<file path="config.mk">
export PLATFORM = sky130hd
export DESIGN_NAME = tmr_chan
export DESIGN_NICKNAME = d
export VERILOG_FILES = /design/src/rtl/tmr_pkg.sv /design/src/rtl/tmr_prescaler.sv /design/src/rtl/tmr_counter.sv /design/src/rtl/tmr_match.sv /design/src/rtl/tmr_chan.sv
export SDC_FILE = /design/constraint.sdc
export NUM_CORES = 1
export LEC_CHECK = 0
export ABC_AREA = 1
export BUFFER_PORTS_ARGS = -buffer_cell sky130_fd_sc_hd__buf_4
export CAP_MARGIN = 25
export CORE_ASPECT_RATIO = 0.6
export CORE_MARGIN = 8
export CORE_UTILIZATION = 55
export DETAILED_ROUTE_END_ITERATION = 12
export GPL_TIMING_DRIVEN = 0
export HOLD_SLACK_MARGIN = 0.15
export PLACE_DENSITY = 0.92
export SKIP_LAST_GASP = 1
export SLEW_MARGIN = 20
export SYNTH_ARGS = -nofsm -noshare
export SYNTH_HDL_FRONTEND = slang
export SYNTH_SLANG_ARGS = --single-unit
export TNS_END_PERCENT = 30
</file>
<file path="constraint.sdc">
create_clock -name clk_i -period 6.95 [get_ports clk_i]
set_input_delay 1.0425 -clock clk_i [delete_from_list [all_inputs] [get_ports clk_i]]
set_output_delay 1.0425 -clock clk_i [all_outputs]
set_load 0.01 [all_outputs]
</file>
<file path="src/rtl/tmr_pkg.sv">
package tmr_pkg;
  typedef struct packed {
    logic clr;
    logic match_en;
    logic down;
    logic intv_mode;
    logic dis;
  } cnt_ctrl_t;

  typedef struct packed {
    logic [3:0] div_exp;
    logic       pre_en;
  } clk_ctrl_t;
endpackage

</file>
<file path="src/rtl/tmr_prescaler.sv">
module tmr_prescaler #(
  parameter int EXP_W = 4
) (
  input  logic             clk_i,
  input  logic             rst_ni,
  input  logic             clr_i,
  input  logic             run_i,
  input  logic             pre_en_i,
  input  logic [EXP_W-1:0] div_exp_i,
  output logic             tick_o
);
  localparam int PRE_W = 1 << EXP_W;
  localparam logic [PRE_W-1:0] ONES = '1;
  localparam logic [EXP_W-1:0] TOP_SH = EXP_W'(PRE_W - 1);

  logic [PRE_W-1:0] pre_q;
  logic [PRE_W-1:0] lim;
  logic             hit;

  // last phase of a 2^(N+1) cycle
  assign lim    = ONES >> (TOP_SH - div_exp_i);
  assign hit    = pre_q >= lim;
  assign tick_o = run_i & (~pre_en_i | hit);

  always_ff @(posedge clk_i or negedge rst_ni) begin
    if (!rst_ni)        pre_q <= '0;
    else if (clr_i)     pre_q <= '0;
    else if (!pre_en_i) pre_q <= '0;
    else if (run_i)     pre_q <= hit ? '0 : pre_q + PRE_W'(1);
  end
endmodule

</file>
<file path="src/rtl/tmr_counter.sv">
module tmr_counter #(
  parameter int CNT_W = 16
) (
  input  logic             clk_i,
  input  logic             rst_ni,
  input  logic             clr_i,
  input  logic             tick_i,
  input  logic             down_i,
  input  logic             intv_mode_i,
  input  logic [CNT_W-1:0] interval_i,
  output logic [CNT_W-1:0] count_o,
  output logic [CNT_W-1:0] count_nxt_o,
  output logic             intv_evt_o,
  output logic             ovf_evt_o
);
  logic [CNT_W-1:0] cnt_q;
  logic [CNT_W-1:0] top;
  logic [CNT_W-1:0] cnt_nxt;
  logic             wrap;
  logic             intv_q, ovf_q;

  assign top = intv_mode_i ? interval_i : '1;

  always_comb begin
    wrap    = 1'b0;
    cnt_nxt = cnt_q;
    if (down_i) begin
      if (cnt_q == '0) begin
        wrap    = 1'b1;
        cnt_nxt = top;
      end else begin
        cnt_nxt = cnt_q - CNT_W'(1);
      end
    end else begin
      // >= catches an interval lowered below the count
      if (cnt_q >= top) begin
        wrap    = 1'b1;
        cnt_nxt = '0;
      end else begin
        cnt_nxt = cnt_q + CNT_W'(1);
      end
    end
  end

  always_ff @(posedge clk_i or negedge rst_ni) begin
    if (!rst_ni) begin
      cnt_q  <= '0;
      intv_q <= 1'b0;
      ovf_q  <= 1'b0;
    end else if (clr_i) begin
      cnt_q  <= '0;
      intv_q <= 1'b0;
      ovf_q  <= 1'b0;
    end else begin
      intv_q <= tick_i & wrap & intv_mode_i;
      ovf_q  <= tick_i & wrap & ~intv_mode_i;
      if (tick_i) cnt_q <= cnt_nxt;
    end
  end

  assign count_o     = cnt_q;
  assign count_nxt_o = cnt_nxt;
  assign intv_evt_o  = intv_q;
  assign ovf_evt_o   = ovf_q;
endmodule

</file>
<file path="src/rtl/tmr_match.sv">
module tmr_match #(
  parameter int CNT_W   = 16,
  parameter int N_MATCH = 3
) (
  input  logic                     clk_i,
  input  logic                     rst_ni,
  input  logic                     clr_i,
  input  logic                     tick_i,
  input  logic                     en_i,
  input  logic [CNT_W-1:0]         count_nxt_i,
  input  logic [N_MATCH*CNT_W-1:0] match_i,
  output logic [N_MATCH-1:0]       evt_o
);
  for (genvar k = 0; k < N_MATCH; k++) begin : g_cmp
    logic evt_q;
    always_ff @(posedge clk_i or negedge rst_ni) begin
      if (!rst_ni)     evt_q <= 1'b0;
      else if (clr_i)  evt_q <= 1'b0;
      else             evt_q <= tick_i & en_i &
                                (count_nxt_i == match_i[k*CNT_W +: CNT_W]);
    end
    assign evt_o[k] = evt_q;
  end
endmodule

</file>
<file path="src/rtl/tmr_chan.sv">
module tmr_chan #(
  parameter int CNT_W   = 16,
  parameter int EXP_W   = 4,
  parameter int N_MATCH = 3
) (
  input  logic                     clk_i,
  input  logic                     rst_ni,
  input  logic [EXP_W:0]           clk_ctrl_i,
  input  logic [4:0]               cnt_ctrl_i,
  input  logic [CNT_W-1:0]         interval_i,
  input  logic [N_MATCH*CNT_W-1:0] match_i,
  output logic [CNT_W-1:0]         count_o,
  output logic                     intv_evt_o,
  output logic                     ovf_evt_o,
  output logic [N_MATCH-1:0]       match_evt_o
);
  import tmr_pkg::*;

  cnt_ctrl_t        cc;
  logic             run, tick;
  logic [CNT_W-1:0] count_nxt;

  assign cc  = cnt_ctrl_t'(cnt_ctrl_i);
  assign run = ~cc.dis & ~cc.clr;

  tmr_prescaler #(.EXP_W(EXP_W)) i_pre (
    .clk_i    (clk_i),
    .rst_ni   (rst_ni),
    .clr_i    (cc.clr),
    .run_i    (run),
    .pre_en_i (clk_ctrl_i[0]),
    .div_exp_i(clk_ctrl_i[EXP_W:1]),
    .tick_o   (tick)
  );

  tmr_counter #(.CNT_W(CNT_W)) i_cnt (
    .clk_i      (clk_i),
    .rst_ni     (rst_ni),
    .clr_i      (cc.clr),
    .tick_i     (tick),
    .down_i     (cc.down),
    .intv_mode_i(cc.intv_mode),
    .interval_i (interval_i),
    .count_o    (count_o),
    .count_nxt_o(count_nxt),
    .intv_evt_o (intv_evt_o),
    .ovf_evt_o  (ovf_evt_o)
  );

  tmr_match #(.CNT_W(CNT_W), .N_MATCH(N_MATCH)) i_match (
    .clk_i      (clk_i),
    .rst_ni     (rst_ni),
    .clr_i      (cc.clr),
    .tick_i     (tick),
    .en_i       (cc.match_en),
    .count_nxt_i(count_nxt),
    .match_i    (match_i),
    .evt_o      (match_evt_o)
  );
endmodule

</file>
==> results.sh <==
export IMPL_finalSetupViolations=0
export IMPL_drtAntennaViolNets=0
export IMPL_synth_edf_count=0
export IMPL_max_slew_worst_pin_slew_ns=0.608
export IMPL_synthTopCellsByCount="nand2_1, nor2_1, inv_1, nand3_1, dfrtp_1"
export IMPL_area_delta_synth_final_pct=21.9
export IMPL_yosys_warnings=0
export IMPL_ctsHoldBuffers=0
export IMPL_via_per_inst=5.76
export IMPL_synth_nets=855
export IMPL_power_mw=1.04
export IMPL_portBuffers=94
export IMPL_clockBufferDepth=2
export IMPL_min_period_ns=4.03
export IMPL_critPathLaunchType="input pin"
export IMPL_grt_max_degree=38
export IMPL_hp_class="flop to flop"
export IMPL_dieArea_um2=11700
export IMPL_clk_latency_ns=0.29
export IMPL_gr_usage_all_layers=0.266
export IMPL_dp_hpwl_um=12700
export IMPL_crit_path_end_kind="flop"
export IMPL_antennaDiodeCount=0
export IMPL_yosysSeqAreaShare=0.200
export IMPL_status="completed"
export IMPL_start_util=0.555
export IMPL_yosysTopAreaCell="dfrtp_1"
export IMPL_core_area_um2=8330
export IMPL_switching_share=0.441
export IMPL_path_clk_slew_ns=0.06
export IMPL_synth_cells=744
export IMPL_n_fill_cell=756
export IMPL_multiInputGateArea_um2=3260
export IMPL_power_frac_seq=0.241
export IMPL_switchingPower_mw=0.457
export IMPL_cp_arrival_ns=4.18
export IMPL_vdd_ir_drop_worst_mv=0.110
export IMPL_yosys_area_top_type_share=0.200
export IMPL_pin_count=97
export IMPL_ys_top_cells_by_area="dfrtp_1, nand2_1, ha_1"
export IMPL_max_freq_ghz=0.248
export IMPL_async_flop_share=1.00
export IMPL_h_tree_depth=2
export IMPL_wire_per_inst_um=16.3
export IMPL_min_period_over_period=0.580
export IMPL_ctsResizeCount=0
export IMPL_antenna_found_initial=0
export IMPL_postSynthAreaPerCell_um2=6.21
export IMPL_clockPowerShare=0.257
export IMPL_p_per_area_nw_per_um2=184
export IMPL_grt_pass1_wl_um=25000
export IMPL_drv_slew=0
export IMPL_root_buffer="clkbuf_16"
export IMPL_cts_tree="yes"
export IMPL_critPathKind="input pin to flop"
export IMPL_finalSetupTns_ns=0
export IMPL_crit_required_ns=7.10
export IMPL_cts_setup_buffers=0
export IMPL_drc=0
export IMPL_combPwrFrac=0.502
export IMPL_dr_first_iter_drc_count=675
export IMPL_drt_pass1_iterations=6
export IMPL_hold_viol_final=0
export IMPL_syn_cell_area_um2=4620
export IMPL_ff_latch_area_um2=926
export IMPL_ys_types=39
export IMPL_routabilityCongestion=0.969
export IMPL_cp_max_fo=10
export IMPL_cts_sinks=37
export IMPL_p_leak_nw=3.04
export IMPL_rsz0062_at_grt="false"
export IMPL_synth_most_common_cell="nand2_1"
export IMPL_ys_flop_type="dfrtp_1"
export IMPL_drt_wl_total_um=15600
export IMPL_nNetsFinal=956
export IMPL_layout_drive_gt1_share=0.188
export IMPL_cts_buffers=5
export IMPL_clock_skew_ns=0.0128
export IMPL_die_x_um=134
export IMPL_grt_ovfl_total=0
export IMPL_grt_pass1_vias=4995
export IMPL_dr_total_vias=5521
export IMPL_slew_headroom=0.592
export IMPL_max_cap_violations=0
export IMPL_core_rowCount=26
export IMPL_ys_seq_elements=37
export IMPL_fp_dieH_um=87
export IMPL_p_int_mw=0.579
==> critical path, cell delays in order <==
cell and delay [ns]:
buf_4 0.12, inv_1 0.16, clkbuf_1 0.39, nor2_1 0.16
ha_1 0.34, a21oi_1 0.14, o21ai_0 0.11, a21oi_1 0.41
nand2_1 0.13, nand2_2 0.16, buf_1 0.41, inv_1 0.07
o21ai_0 0.46, nor2_1 0.08
==> layout by cell type (no fill, tap or decap), types with 2 or more instances in the layout <==
cell	count
o21ai_1	4
nor3_1	10
a21oi_1	26
ha_1	35
dfrtp_1	37
nand2_8	2
nor2_4	3
clkbuf_16	5
nand4_1	11
buf_4	97
nand2_2	13
buf_1	2
buf_2	2
inv_1	85
nor2_8	2
o21ai_2	2
xnor2_1	2
nand2_1	217
nor2_1	93
o21ai_0	27
or2_2	7
nand3b_1	26
o22ai_1	27
and2_1	2
nand3_1	50
nand3_2	4
clkbuf_1	9
xor2_1	19
nor2_2	12
buf_6	3
==> per-layer routing <==
metal	vias to the layer above	global-route usage	part of all wire	wire (um)
li1	2623	-	-	-
met1	2465	0.390	0.45	7050
met2	400	0.369	0.37	5860
met3	33	0.0899	0.16	2550
met4	0	0.0365	0.011	172
met5	-	0	0	0
==> cell families after synthesis <==
logic type | count (synthesis) | synth area share
buf+inv | 106 | 0.0948
simple gates | 455 | 0.460
xor+xnor | 21 | 0.0398
flops | 37 | 0.200
compound gates | 89 | 0.108
fa+ha+maj | 35 | 0.0948
mux | 1 | 0.00217
==> state kept, by name, indices dropped and copies added (netlist names) <==
signal / cells
i_match.g_cmp.evt_q: 3
i_cnt.ovf_evt_o: 1
i_pre.pre_q: 16
i_cnt.intv_evt_o: 1
i_cnt.count_o: 16
==> power groups by stage <==
| stage | sequential [mW] | combinational (mW) | clock [mW] |
|---|---|---|---|
| 2_1_floorplan | 0.248 | 0.347 | 0 |
| 3_3_place_gp | 0.251 | 0.488 | 0 |
| 3_5_place_dp | 0.252 | 0.501 | 0 |
| 4_1_cts | 0.248 | 0.505 | 0.267 |
| 5_1_grt | 0.250 | 0.570 | 0.276 |
| 6_report | 0.250 | 0.520 | 0.266 |
==> path summary, 6_finish.rpt <==
path | startpoint | to | slack [ns] | cells after the start
setup / recovery | cnt_ctrl_i[1] | i_cnt.intv_evt_o$_DFF_PN0_ | 2.92 | 14
hold / removal | i_pre.pre_q[0]$_DFFE_PN0P_ | i_pre.pre_q[0]$_DFFE_PN0P_ | 0.54 | 1
setup reg to reg | i_cnt.count_o[9]$_DFFE_PN0P_ | i_cnt.intv_evt_o$_DFF_PN0_ | 3.90 | 10
hold reg to reg | i_pre.pre_q[0]$_DFFE_PN0P_ | i_pre.pre_q[0]$_DFFE_PN0P_ | 0.54 | 1
max in group asynchronous | rst_ni | i_cnt.intv_evt_o$_DFF_PN0_ | 5.86 | 1
min in group asynchronous | rst_ni | i_cnt.count_o[11]$_DFFE_PN0P_ | 0.72 | 1
==> cell type report <==
cell class              count  area share
well taps                 112      0.0249
inverters                  87      0.0584
clock inverters             2     0.00688
repair buffers             94       0.125
plain buffers              19      0.0193
flip-flops and latches     37       0.164
multi-input cells         601       0.578
clock buffers               6      0.0229
==> metrics by stage <==
stage | instance area [um^2] | setup WS, ns | hold WS (ns) | std cells | util
floorplan | 4620 | 3.57 | 0.498 | 744 | -
global placement | 5470 | 2.77 | 0.524 | 950 | 0.656
detailed placement | 5470 | 2.71 | 0.531 | 950 | 0.656
CTS | 5630 | 3.02 | 0.539 | 958 | 0.677
global route | 5630 | 2.59 | 0.600 | 958 | 0.677
finish | 5630 | 2.92 | 0.543 | 958 | 0.677
No activity file was read; power rests on OpenSTA's default activity.
